--- src/rtl/lfs_pkg.sv ---
package lfs_pkg;

  localparam logic [7:0] ADDR_CFG   = 8'h00;
  localparam logic [7:0] ADDR_FX    = 8'h03;
  localparam logic [7:0] ADDR_DLY   = 8'hB6;
  localparam logic [7:0] ADDR_START = 8'hB7;
  localparam int         FRAME_BASE = 32'h20;

  typedef enum logic [1:0] {
    MODE_STATIC = 2'b00,
    MODE_AUTO   = 2'b01,
    MODE_AUDIO  = 2'b10,
    MODE_RSVD   = 2'b11
  } mode_e;

  typedef struct packed {
    mode_e      mode;
    logic       slave;
    logic [2:0] dly_code;
    logic [2:0] start_code;
  } ctrl_t;

endpackage

--- src/rtl/lfs_regs.sv ---
module lfs_regs
  import lfs_pkg::*;
#(
  parameter int NFRAMES     = 8,
  parameter int FRAME_BYTES = 18
) (
  input  logic                              clk,
  input  logic                              rst_n,
  input  logic                              wr_en,
  input  logic [7:0]                        wr_addr,
  input  logic [7:0]                        wr_data,
  output ctrl_t                             ctrl_o,
  output logic [NFRAMES*FRAME_BYTES*8-1:0]  mem_o
);

  localparam int NBYTES = NFRAMES * FRAME_BYTES;

  ctrl_t ctrl_q, ctrl_d;

  always_comb begin
    ctrl_d = ctrl_q;
    if (wr_en) begin
      case (wr_addr)
        ADDR_CFG:   ctrl_d.mode       = mode_e'(wr_data[6:5]);
        ADDR_FX:    ctrl_d.slave      = wr_data[7];
        ADDR_DLY:   ctrl_d.dly_code   = wr_data[7:5];
        ADDR_START: ctrl_d.start_code = wr_data[7:5];
        default:    ;
      endcase
    end
  end

  always_ff @(posedge clk or negedge rst_n) begin
    if (!rst_n) begin
      ctrl_q.mode       <= MODE_STATIC;
      ctrl_q.slave      <= 1'b0;
      ctrl_q.dly_code   <= 3'd0;
      ctrl_q.start_code <= 3'd0;
    end else begin
      ctrl_q <= ctrl_d;
    end
  end

  assign ctrl_o = ctrl_q;

  for (genvar i = 0; i < NBYTES; i++) begin : g_byte
    localparam logic [7:0] BYTE_ADDR = 8'(FRAME_BASE + i);
    logic       hit;
    logic [7:0] byte_q;
    assign hit = wr_en && (wr_addr == BYTE_ADDR);
    always_ff @(posedge clk or negedge rst_n) begin
      if (!rst_n)   byte_q <= 8'h00;
      else if (hit) byte_q <= wr_data;
    end
    assign mem_o[i*8 +: 8] = byte_q;
  end

endmodule

--- src/rtl/lfs_tick.sv ---
module lfs_tick #(
  parameter int TICK_DIV = 200000
) (
  input  logic clk,
  input  logic rst_n,
  input  logic clear,
  output logic tick_o
);

  localparam int CNT_W = (TICK_DIV > 1) ? $clog2(TICK_DIV) : 1;
  localparam logic [CNT_W-1:0] LAST = CNT_W'(TICK_DIV - 1);

  logic [CNT_W-1:0] pre_q, pre_d;

  always_comb begin
    if (clear)              pre_d = '0;
    else if (pre_q == LAST) pre_d = '0;
    else                    pre_d = pre_q + 1'b1;
  end

  always_ff @(posedge clk or negedge rst_n) begin
    if (!rst_n) pre_q <= '0;
    else        pre_q <= pre_d;
  end

  assign tick_o = !clear && (pre_q == LAST);


  prescale_range_chk: assert property (@(posedge clk) disable iff (!rst_n)
    pre_q <= LAST);

endmodule

--- src/rtl/lfs_timer.sv ---
module lfs_timer #(
  parameter int BASE_TICKS = 32,
  parameter int NCODES     = 8
) (
  input  logic       clk,
  input  logic       rst_n,
  input  logic       run,
  input  logic       restart,
  input  logic       tick,
  input  logic [2:0] dly_code,
  output logic       adv_o,
  output logic       sync_o
);

  localparam int LIM_W = $clog2(BASE_TICKS << (NCODES - 1)) + 1;

  logic [LIM_W-1:0] cnt_q, cnt_d;
  logic [LIM_W-1:0] limit, half;
  logic             sync_q, sync_d;
  logic             idle;

  assign limit = LIM_W'(BASE_TICKS) << dly_code;
  assign half  = limit >> 1;
  assign idle  = restart || !run;

  always_comb begin
    adv_o  = 1'b0;
    cnt_d  = cnt_q;
    sync_d = sync_q;
    if (idle) begin
      cnt_d  = '0;
      sync_d = 1'b0;
    end else if (tick) begin
      if (cnt_q >= limit - 1'b1) begin
        adv_o  = 1'b1;
        cnt_d  = '0;
        sync_d = 1'b1;
      end else begin
        cnt_d = cnt_q + 1'b1;
        if (cnt_q == half - 1'b1) sync_d = 1'b0;
      end
    end
  end

  always_ff @(posedge clk or negedge rst_n) begin
    if (!rst_n) begin
      cnt_q  <= '0;
      sync_q <= 1'b0;
    end else begin
      cnt_q  <= cnt_d;
      sync_q <= sync_d;
    end
  end

  assign sync_o = sync_q;


  adv_on_tick_chk: assert property (@(posedge clk) disable iff (!rst_n)
    adv_o |-> tick);


  sync_rise_chk: assert property (@(posedge clk) disable iff (!rst_n)
    adv_o |=> sync_o);


  sync_idle_chk: assert property (@(posedge clk) disable iff (!rst_n)
    !run |=> !sync_o);

endmodule

--- src/rtl/lfs_sync.sv ---
module lfs_sync (
  input  logic clk,
  input  logic rst_n,
  input  logic sync_in,
  output logic rise_o
);

  logic [2:0] s_q, s_d;

  always_comb s_d = {s_q[1:0], sync_in};

  always_ff @(posedge clk or negedge rst_n) begin
    if (!rst_n) s_q <= 3'b000;
    else        s_q <= s_d;
  end

  assign rise_o = s_q[1] & ~s_q[2];


  sync_pulse_chk: assert property (@(posedge clk) disable iff (!rst_n)
    rise_o |=> !rise_o);

endmodule

--- src/rtl/led_frame_seq.sv ---
module led_frame_seq
  import lfs_pkg::*;
#(
  parameter int NFRAMES    = 8,
  parameter int NCH        = 16,
  parameter int TICK_DIV   = 200000,
  parameter int BASE_TICKS = 32
) (
  input  logic             clk,
  input  logic             rst_n,
  input  logic             wr_en,
  input  logic [7:0]       wr_addr,
  input  logic [7:0]       wr_data,
  input  logic             sync_in,
  output logic             sync_out,
  output logic [2:0]       frame_idx,
  output logic [NCH-1:0]   chan_en,
  output logic [NCH*8-1:0] chan_duty
);

  localparam int EN_BYTES    = NCH / 8;
  localparam int FRAME_BYTES = EN_BYTES + NCH;
  localparam int FRAME_W     = FRAME_BYTES * 8;
  localparam logic [2:0] LAST = 3'(NFRAMES - 1);

  logic [1:0] rs_q;
  logic       rst_sync_n;

  always_ff @(posedge clk or negedge rst_n) begin
    if (!rst_n) rs_q <= 2'b00;
    else        rs_q <= {rs_q[0], 1'b1};
  end
  assign rst_sync_n = rs_q[1];

  ctrl_t                      ctrl;
  logic [NFRAMES*FRAME_W-1:0] mem;
  logic                       playing, play_q, play_rise;
  logic                       run_master, tick, m_adv, s_rise, step;
  logic [2:0]                 idx_q, idx_d;

  lfs_regs #(.NFRAMES(NFRAMES), .FRAME_BYTES(FRAME_BYTES)) regs_i (
    .clk(clk), .rst_n(rst_sync_n), .wr_en(wr_en), .wr_addr(wr_addr),
    .wr_data(wr_data), .ctrl_o(ctrl), .mem_o(mem)
  );

  assign playing    = (ctrl.mode == MODE_AUTO);
  assign play_rise  = playing && !play_q;
  assign run_master = playing && !ctrl.slave;

  lfs_tick #(.TICK_DIV(TICK_DIV)) tick_i (
    .clk(clk), .rst_n(rst_sync_n), .clear(play_rise || !run_master),
    .tick_o(tick)
  );

  lfs_timer #(.BASE_TICKS(BASE_TICKS)) timer_i (
    .clk(clk), .rst_n(rst_sync_n), .run(run_master), .restart(play_rise),
    .tick(tick), .dly_code(ctrl.dly_code), .adv_o(m_adv), .sync_o(sync_out)
  );

  lfs_sync sync_i (
    .clk(clk), .rst_n(rst_sync_n), .sync_in(sync_in), .rise_o(s_rise)
  );

  assign step = !play_rise && (m_adv || (playing && ctrl.slave && s_rise));

  always_comb begin
    idx_d = idx_q;
    if (play_rise)  idx_d = ctrl.start_code;
    else if (step)  idx_d = (idx_q == LAST) ? 3'd0 : idx_q + 3'd1;
  end

  always_ff @(posedge clk or negedge rst_sync_n) begin
    if (!rst_sync_n) begin
      idx_q  <= 3'd0;
      play_q <= 1'b0;
    end else begin
      idx_q  <= idx_d;
      play_q <= playing;
    end
  end

  assign frame_idx = idx_q;

  logic [FRAME_W-1:0] frame_vec [NFRAMES];
  logic [FRAME_W-1:0] active;

  for (genvar f = 0; f < NFRAMES; f++) begin : g_frame
    assign frame_vec[f] = mem[f*FRAME_W +: FRAME_W];
  end

  assign active = frame_vec[idx_q];

  for (genvar c = 0; c < NCH; c++) begin : g_chan
    assign chan_en[c]          = playing & active[(EN_BYTES - 1 - c/8)*8 + c%8];
    assign chan_duty[c*8 +: 8] = playing ? active[(EN_BYTES + c)*8 +: 8] : 8'h00;
  end


  step_order_chk: assert property (@(posedge clk) disable iff (!rst_sync_n)
    ($past(play_q) && !$stable(idx_q)) |->
      (idx_q == (($past(idx_q) == LAST) ? 3'd0 : $past(idx_q) + 3'd1)));


  hold_idle_chk: assert property (@(posedge clk) disable iff (!rst_sync_n)
    !playing |=> $stable(idx_q));

endmodule

--- config.mk ---
export PLATFORM = sky130hd
export DESIGN_NAME = led_frame_seq
export DESIGN_NICKNAME = d
export VERILOG_FILES = /design/src/rtl/lfs_pkg.sv /design/src/rtl/lfs_regs.sv /design/src/rtl/lfs_tick.sv /design/src/rtl/lfs_timer.sv /design/src/rtl/lfs_sync.sv /design/src/rtl/led_frame_seq.sv
export SDC_FILE = /design/constraint.sdc
export NUM_CORES = 2
export LEC_CHECK = 0
export ABC_AREA = 1
export CELL_PAD_IN_SITES_DETAIL_PLACEMENT = 0
export CELL_PAD_IN_SITES_GLOBAL_PLACEMENT = 2
export CORE_ASPECT_RATIO = 1.75
export CORE_MARGIN = 1.5
export CORE_UTILIZATION = 41
export DETAILED_ROUTE_END_ITERATION = 6
export PLACE_DENSITY = 0.92
export RECOVER_POWER = 25
export SYNTH_ARGS = -nofsm -noshare
export SYNTH_HDL_FRONTEND = slang
export SYNTH_SLANG_ARGS = --single-unit
--- constraint.sdc ---
create_clock -name clk -period 54 [get_ports clk]
set_input_delay 10.8 -clock clk [delete_from_list [all_inputs] [get_ports clk]]
set_output_delay 10.8 -clock clk [all_outputs]
set_load 0.01 [all_outputs]
======== Word-level counts from Yosys, hierarchy flattened ========
Cells that the tools add are included.
storage, ports and cells
  register bits ........................... 1202
  bits in latches ......................... 0
  memory bits (writable) .................. 0
  bits in read-only memories .............. 0
  output and inout bits ................... 148
  word-level logic and storage cells ...... 533
  memories ................................ 0
cells by class
  add/subtract/negate cells ............... 5
  multipliers ............................. 0
  div/mod/pow operators ................... 0
  magnitude comparators ................... 2
  eq/ne operators ......................... 151
  shift operators ......................... 1
  multiplexer cells ....................... 34
  bitwise operators ....................... 19
  reductions and logical operators ........ 166
operators by type and width
  kind                                                                   count
  8-bit by 7-bit == test with 1-bit output (second input constant)       64
  144-bit binary-select mux with 3-bit select                            1
  8-bit == test (second input constant)                                  50
  144-bit two-way mux                                                    2
  8-bit by 6-bit == test with 1-bit output (second input constant)       32
  1-bit logical AND                                                      150
  8-bit two-way mux                                                      16
  13-bit two-way mux                                                     3
  18-bit two-way mux                                                     2
  18-bit by 1-bit adder with 18-bit output (second input constant)       1
  18-bit == test (second input constant)                                 1
  1-bit AND                                                              17
  13-bit by 1-bit adder with 13-bit output (second input constant)       1
  13-bit == test                                                         1
  13-bit >= comparator                                                   1
  6-bit by 3-bit left shift with 13-bit output (first input constant)    1
  12-bit by 1-bit subtractor with 13-bit output (second input constant)  1
  13-bit by 1-bit subtractor with 13-bit output (second input constant)  1
  2-bit AND reduction                                                    5
  3-bit two-way mux                                                      3
  8-bit by 2-bit == test with 1-bit output (second input constant)       1
  8-bit zero test                                                        1
  1-bit two-way mux                                                      7
  1-bit zero test                                                        5
  other kinds (9)                                                        11

======== Depth between registers and ports, before layout ========
  word-level depth ........................ 12
  gate-level depth with buffers ........... 21
  mapped depth without buffers ............ 21

======== By module ========
Synthesis repeated with hierarchy kept, for this count alone.
unflattened totals
  cell total of the unflattened synthesis .. 9466
  area, all modules ....................... 63885.0 um^2
modules (own cells, without submodules)
  module         times used  cells an instance  area each (um^2)  sequential area each (um^2)
  lfs_regs       1           5255               45482.4           29052.9
  led_frame_seq  1           3879               15892.7           150.1
  lfs_timer      1           204                1421.4            350.3
  lfs_tick       1           123                1003.5            450.4
  lfs_sync       1           5                  85.1              75.1

======== Worst setup path before layout ========
Ideal clock, no wire load.
  path type ............................... reg-to-output
  from .................................... reg idx_q[0] (netlist: frame_idx[0])
  to ...................................... out chan_duty[32]
  data arrival time ....................... 1.814 ns
  setup slack ............................. 41.386 ns
  cell stages (with the launch flop) ...... 9
  path buffers ............................ 3
  path through ............................ dfrtp_1 -> inv_1 -> buf_2 -> buf_2 -> clkbuf_1 -> nor2_1 -> o21ai_0 -> a21oi_1 -> a311oi_1
on the way
  word-level cells in the longest chain between the ends .. 5
ends and longest elaborated chain
  what                                                    line                 source
  start, declared                                         led_frame_seq.sv:39  logic [2:0] idx_q, idx_d;
  start signal, assigned                                  led_frame_seq.sv:77  idx_q <= idx_d;
  3-bit inverter with 4-bit output (implied by the code)  led_frame_seq.sv:91  assign active = frame_vec[idx_q];
  144-bit binary-select mux with 3-bit select             led_frame_seq.sv:91
  144-bit two-way mux (implied by the code) (2 in a row)  led_frame_seq.sv:91
  8-bit two-way mux                                       led_frame_seq.sv:95  assign chan_duty[c*8 +: 8] = playing ? active[(EN_BYTES + c)*8 +: 8] : 8'h00;
  end, declared                                           led_frame_seq.sv:18  output logic [NCH*8-1:0] chan_duty
No other way between the ends. The select of a mux whose other input is x is not followed.

======== Final worst setup path ========
  from .................................... reg idx_q[0] (netlist: frame_idx[0])
  to ...................................... out chan_duty[81]
Same word-level chain as after synthesis.

==> reports/qor.yml <==
async_reset_ff_share_pct: 100
fin_area_mm2: 0.0600
cts_htree_levels: 3
cts.clk_slew.worst_paths_ns: 0.07
seq_area_frac_synth_pct: 55.9
min_from: "rs_q[0]$_DFF_PN0_"
critPathRequiredTime_ns: 43.20
hold_path_depth: 0
hold_viol_final: 0
rr_worst_depth: 2
antenna_found_initial: 6
r2r-end: "frame_idx[0]$_DFFE_PN0P_"
rsz0062_at_grt: "false"
fp-row-count: 175
fin_nets: 6370
viasPerCell: 5.68
tns_ns: 0
period_share_pct: 30.9
dp_hpwl_mm: 114
overflow: 0
cts_made_buffers: 115
hold_class: "flop to flop"
cap_violations: 9
vias: 46100
drive_gt1_share_pct: 4.40
crit_path_max_fanout: 135
period_needed_ns: 16.70
antenna_left: 0
critPathLaunchType: "flop"
r2r-start: "rs_q[1]$_DFF_PN0_"
grt_pass1_wl_mm: 288
synth_area_per_cell_um2: 8.26
synth_cell_types: 35
first_iter_violations: 4057
drc: 0
die-area_mm2: 0.133
yosysTopAreaCellShare_pct: 55.9
place_area_mm2: 0.0561
skew_ns: 0.0164
num_io_pins: 168
synth_area_mm2: 0.0538
end_kind: "primary output"
slew_viol_final: 619
r2r_setup_slack_ns: 40.36
clock-root-buffer: "clkbuf_16"
die_h_um: 482
worst_pin_slew_ns: 8.87
area_growth_pct: 11.5
ys_ff_latch: 1202
cts_buffer_depth: 3
finalSetupViolCount: 0
cts_tree: "built"
status: "finished with violations"
portBuffers: 167
grt_max_degree: 203
yosys.area.top_type: "dfrtp_1"
hold_end: "rs_q[1]$_DFF_PN0_"
fill_cells: 12900
vdd_ir_drop_max_mv: 0.0426
drtPass1Iterations: 5
wire_per_inst_um: 23.5
timing.fmax_mhz: 59.9
core_area_mm2: 0.130
clock_latency_ns: 0.74
slew_headroom_pct: -491
synth_cells: 6510
synthTopCellsByCount: "o21ai_0, nand2_1, dfrtp_1"
cts.sink_count: 1202
cts_setup_buffers: 0
synth_area_leaders: "dfrtp_1, o21ai_0, nand2_1, nor2_1, clkbuf_1"
wl_mm: 190
grt_pass1_vias: 44700
arrival_ns: 5.90
globalplace.congestion: 0.832
grt_usage_pct: 28.3
cts_hold_buf: 0
ys.flop_type: "dfrtp_1"
path_class: "flop to primary output"
postCtsResizedCells: 0
yosysWarnings: 0
synth_edf_count: 0
p_leak_nw: 25.9
cellPowerDensity_mw_per_mm2: 40.5
violations: "max-capacitance violations, max-slew violations"
yosysMostFrequentCell: "o21ai_0"
initial_utilization_pct: 41.4
die_w_um: 277
-- how the worst max path moves through the flow --
stage	endpoint	depth (start not counted)	slack, ns	from
after floorplan	frame_idx[0]$_DFFE_PN0P_	0	18.01	rs_q[1]$_DFF_PN0_
after global placement	chan_duty[85]	8	38.15	frame_idx[0]$_DFFE_PN0P_
after detailed placement	chan_duty[81]	8	38.11	frame_idx[0]$_DFFE_PN0P_
after CTS	chan_duty[81]	8	37.32	frame_idx[0]$_DFFE_PN0P_
after global routing	chan_duty[81]	8	37.06	frame_idx[0]$_DFFE_PN0P_
final	chan_duty[81]	8	37.30	frame_idx[0]$_DFFE_PN0P_
-- where the power goes --
| part | internal [W] | switching (W) | total, W |
|---|---|---|---|
| logic | 0.000169 | 0.000433 | 0.000601 |
| registers | 0.000946 | 0.0000348 | 0.000981 |
| clock network | 0.000476 | 0.000368 | 0.000844 |
| total | 0.00159 | 0.000836 | 0.00243 |
-- registers in the layout, indices dropped and copies added, names as in the netlist --
name / flops
regs_i.g_byte.byte_q: 1152
tick_i.pre_q: 18
timer_i.cnt_q: 13
regs_i.ctrl_o: 9
frame_idx: 3
sync_i.s_q: 3
rs_q: 2
play_q: 1
timer_i.sync_o: 1
-- layout make-up --
cell class	count	area [um^2]	area share [%]
sequential	1202	30100	50.2
antenna	2	5.00	0.00835
multi-input combinational	4612	21000	35.1
tap	1681	2100	3.51
timing repair buffer	226	2120	3.54
clock inverter	49	548	0.914
inverter	180	724	1.21
clock buffer	162	3320	5.54
-- metal layers --
layer  track usage [%]  part of all wire, %  wire (um)
met1              35.4                   40      77100
met2              48.8                   49      93800
met3              4.10                  5.7      10800
met4              12.4                  4.5       8620
met5                 0                0.031         60
-- worst max-delay path, cell delays in order, from the launching register on --
cell and delay (ns):
dfrtp_4 0.70, inv_8 0.64, buf_4 0.99, buf_4 0.99, o21ai_0 0.28, nand3_1 0.13
nand2_1 0.07, a31oi_1 0.52, clkdlybuf4s50_1 0.67
-- placed cells by master, fill, tap and decap left out, types with 3 or more instances in the layout --
| master | Yosys | layout |
|---|---|---|
| bufinv_16 | 0 | 10 |
| clkinvlp_4 | 0 | 3 |
| clkinv_2 | 0 | 28 |
| nor3_4 | 11 | 13 |
| inv_4 | 0 | 6 |
| clkbuf_8 | 0 | 27 |
| nand3_1 | 40 | 40 |
| clkbuf_16 | 0 | 115 |
| o21ai_1 | 19 | 19 |
| inv_6 | 0 | 7 |
| a311oi_1 | 8 | 8 |
| dfrtp_1 | 1202 | 1200 |
| clkbuf_1 | 429 | 28 |
| buf_12 | 0 | 3 |
| inv_2 | 4 | 4 |
| nand4_1 | 18 | 18 |
| a21oi_1 | 106 | 106 |
| buf_4 | 4 | 48 |
| nor3_1 | 14 | 14 |
| inv_8 | 0 | 3 |
| xor2_1 | 13 | 13 |
| nor2_4 | 0 | 5 |
| inv_1 | 172 | 163 |
| ha_1 | 13 | 13 |
| o21ai_0 | 1885 | 1885 |
| o211ai_1 | 8 | 8 |
| o22ai_1 | 103 | 103 |
| nand2_1 | 1395 | 1395 |
| clkdlybuf4s50_1 | 0 | 167 |
| a31oi_1 | 138 | 138 |
| o31ai_1 | 4 | 4 |
| nor2_1 | 823 | 817 |
-- logic make-up after synthesis --
group	after synthesis	synth area share, %
multiplexers	1	0.0209
XOR/XNOR	14	0.228
adder cells (fa/ha/maj)	13	0.302
buffers and inverters	697	5.06
AND/OR/NAND/NOR	2310	16.6
flip-flops	1202	55.9
other	1	0.00697
AO/OA/AOI/OAI	2272	21.8
-- metrics by stage --
step,hold WS (ns),instances,power (W),setup slack [ns],util (%)
final,0.355,8114,0.00243,37.30,46.1
after floorplan,0.331,6511,0.00140,18.01,-
after CTS,0.358,8112,0.00244,37.32,46.1
after global routing,0.367,8113,0.00254,37.06,46.1
after global placement,0.336,7901,0.00160,38.15,43.2
after detailed placement,0.341,7901,0.00160,38.11,43.2
(Power assumes the default switching activity.)
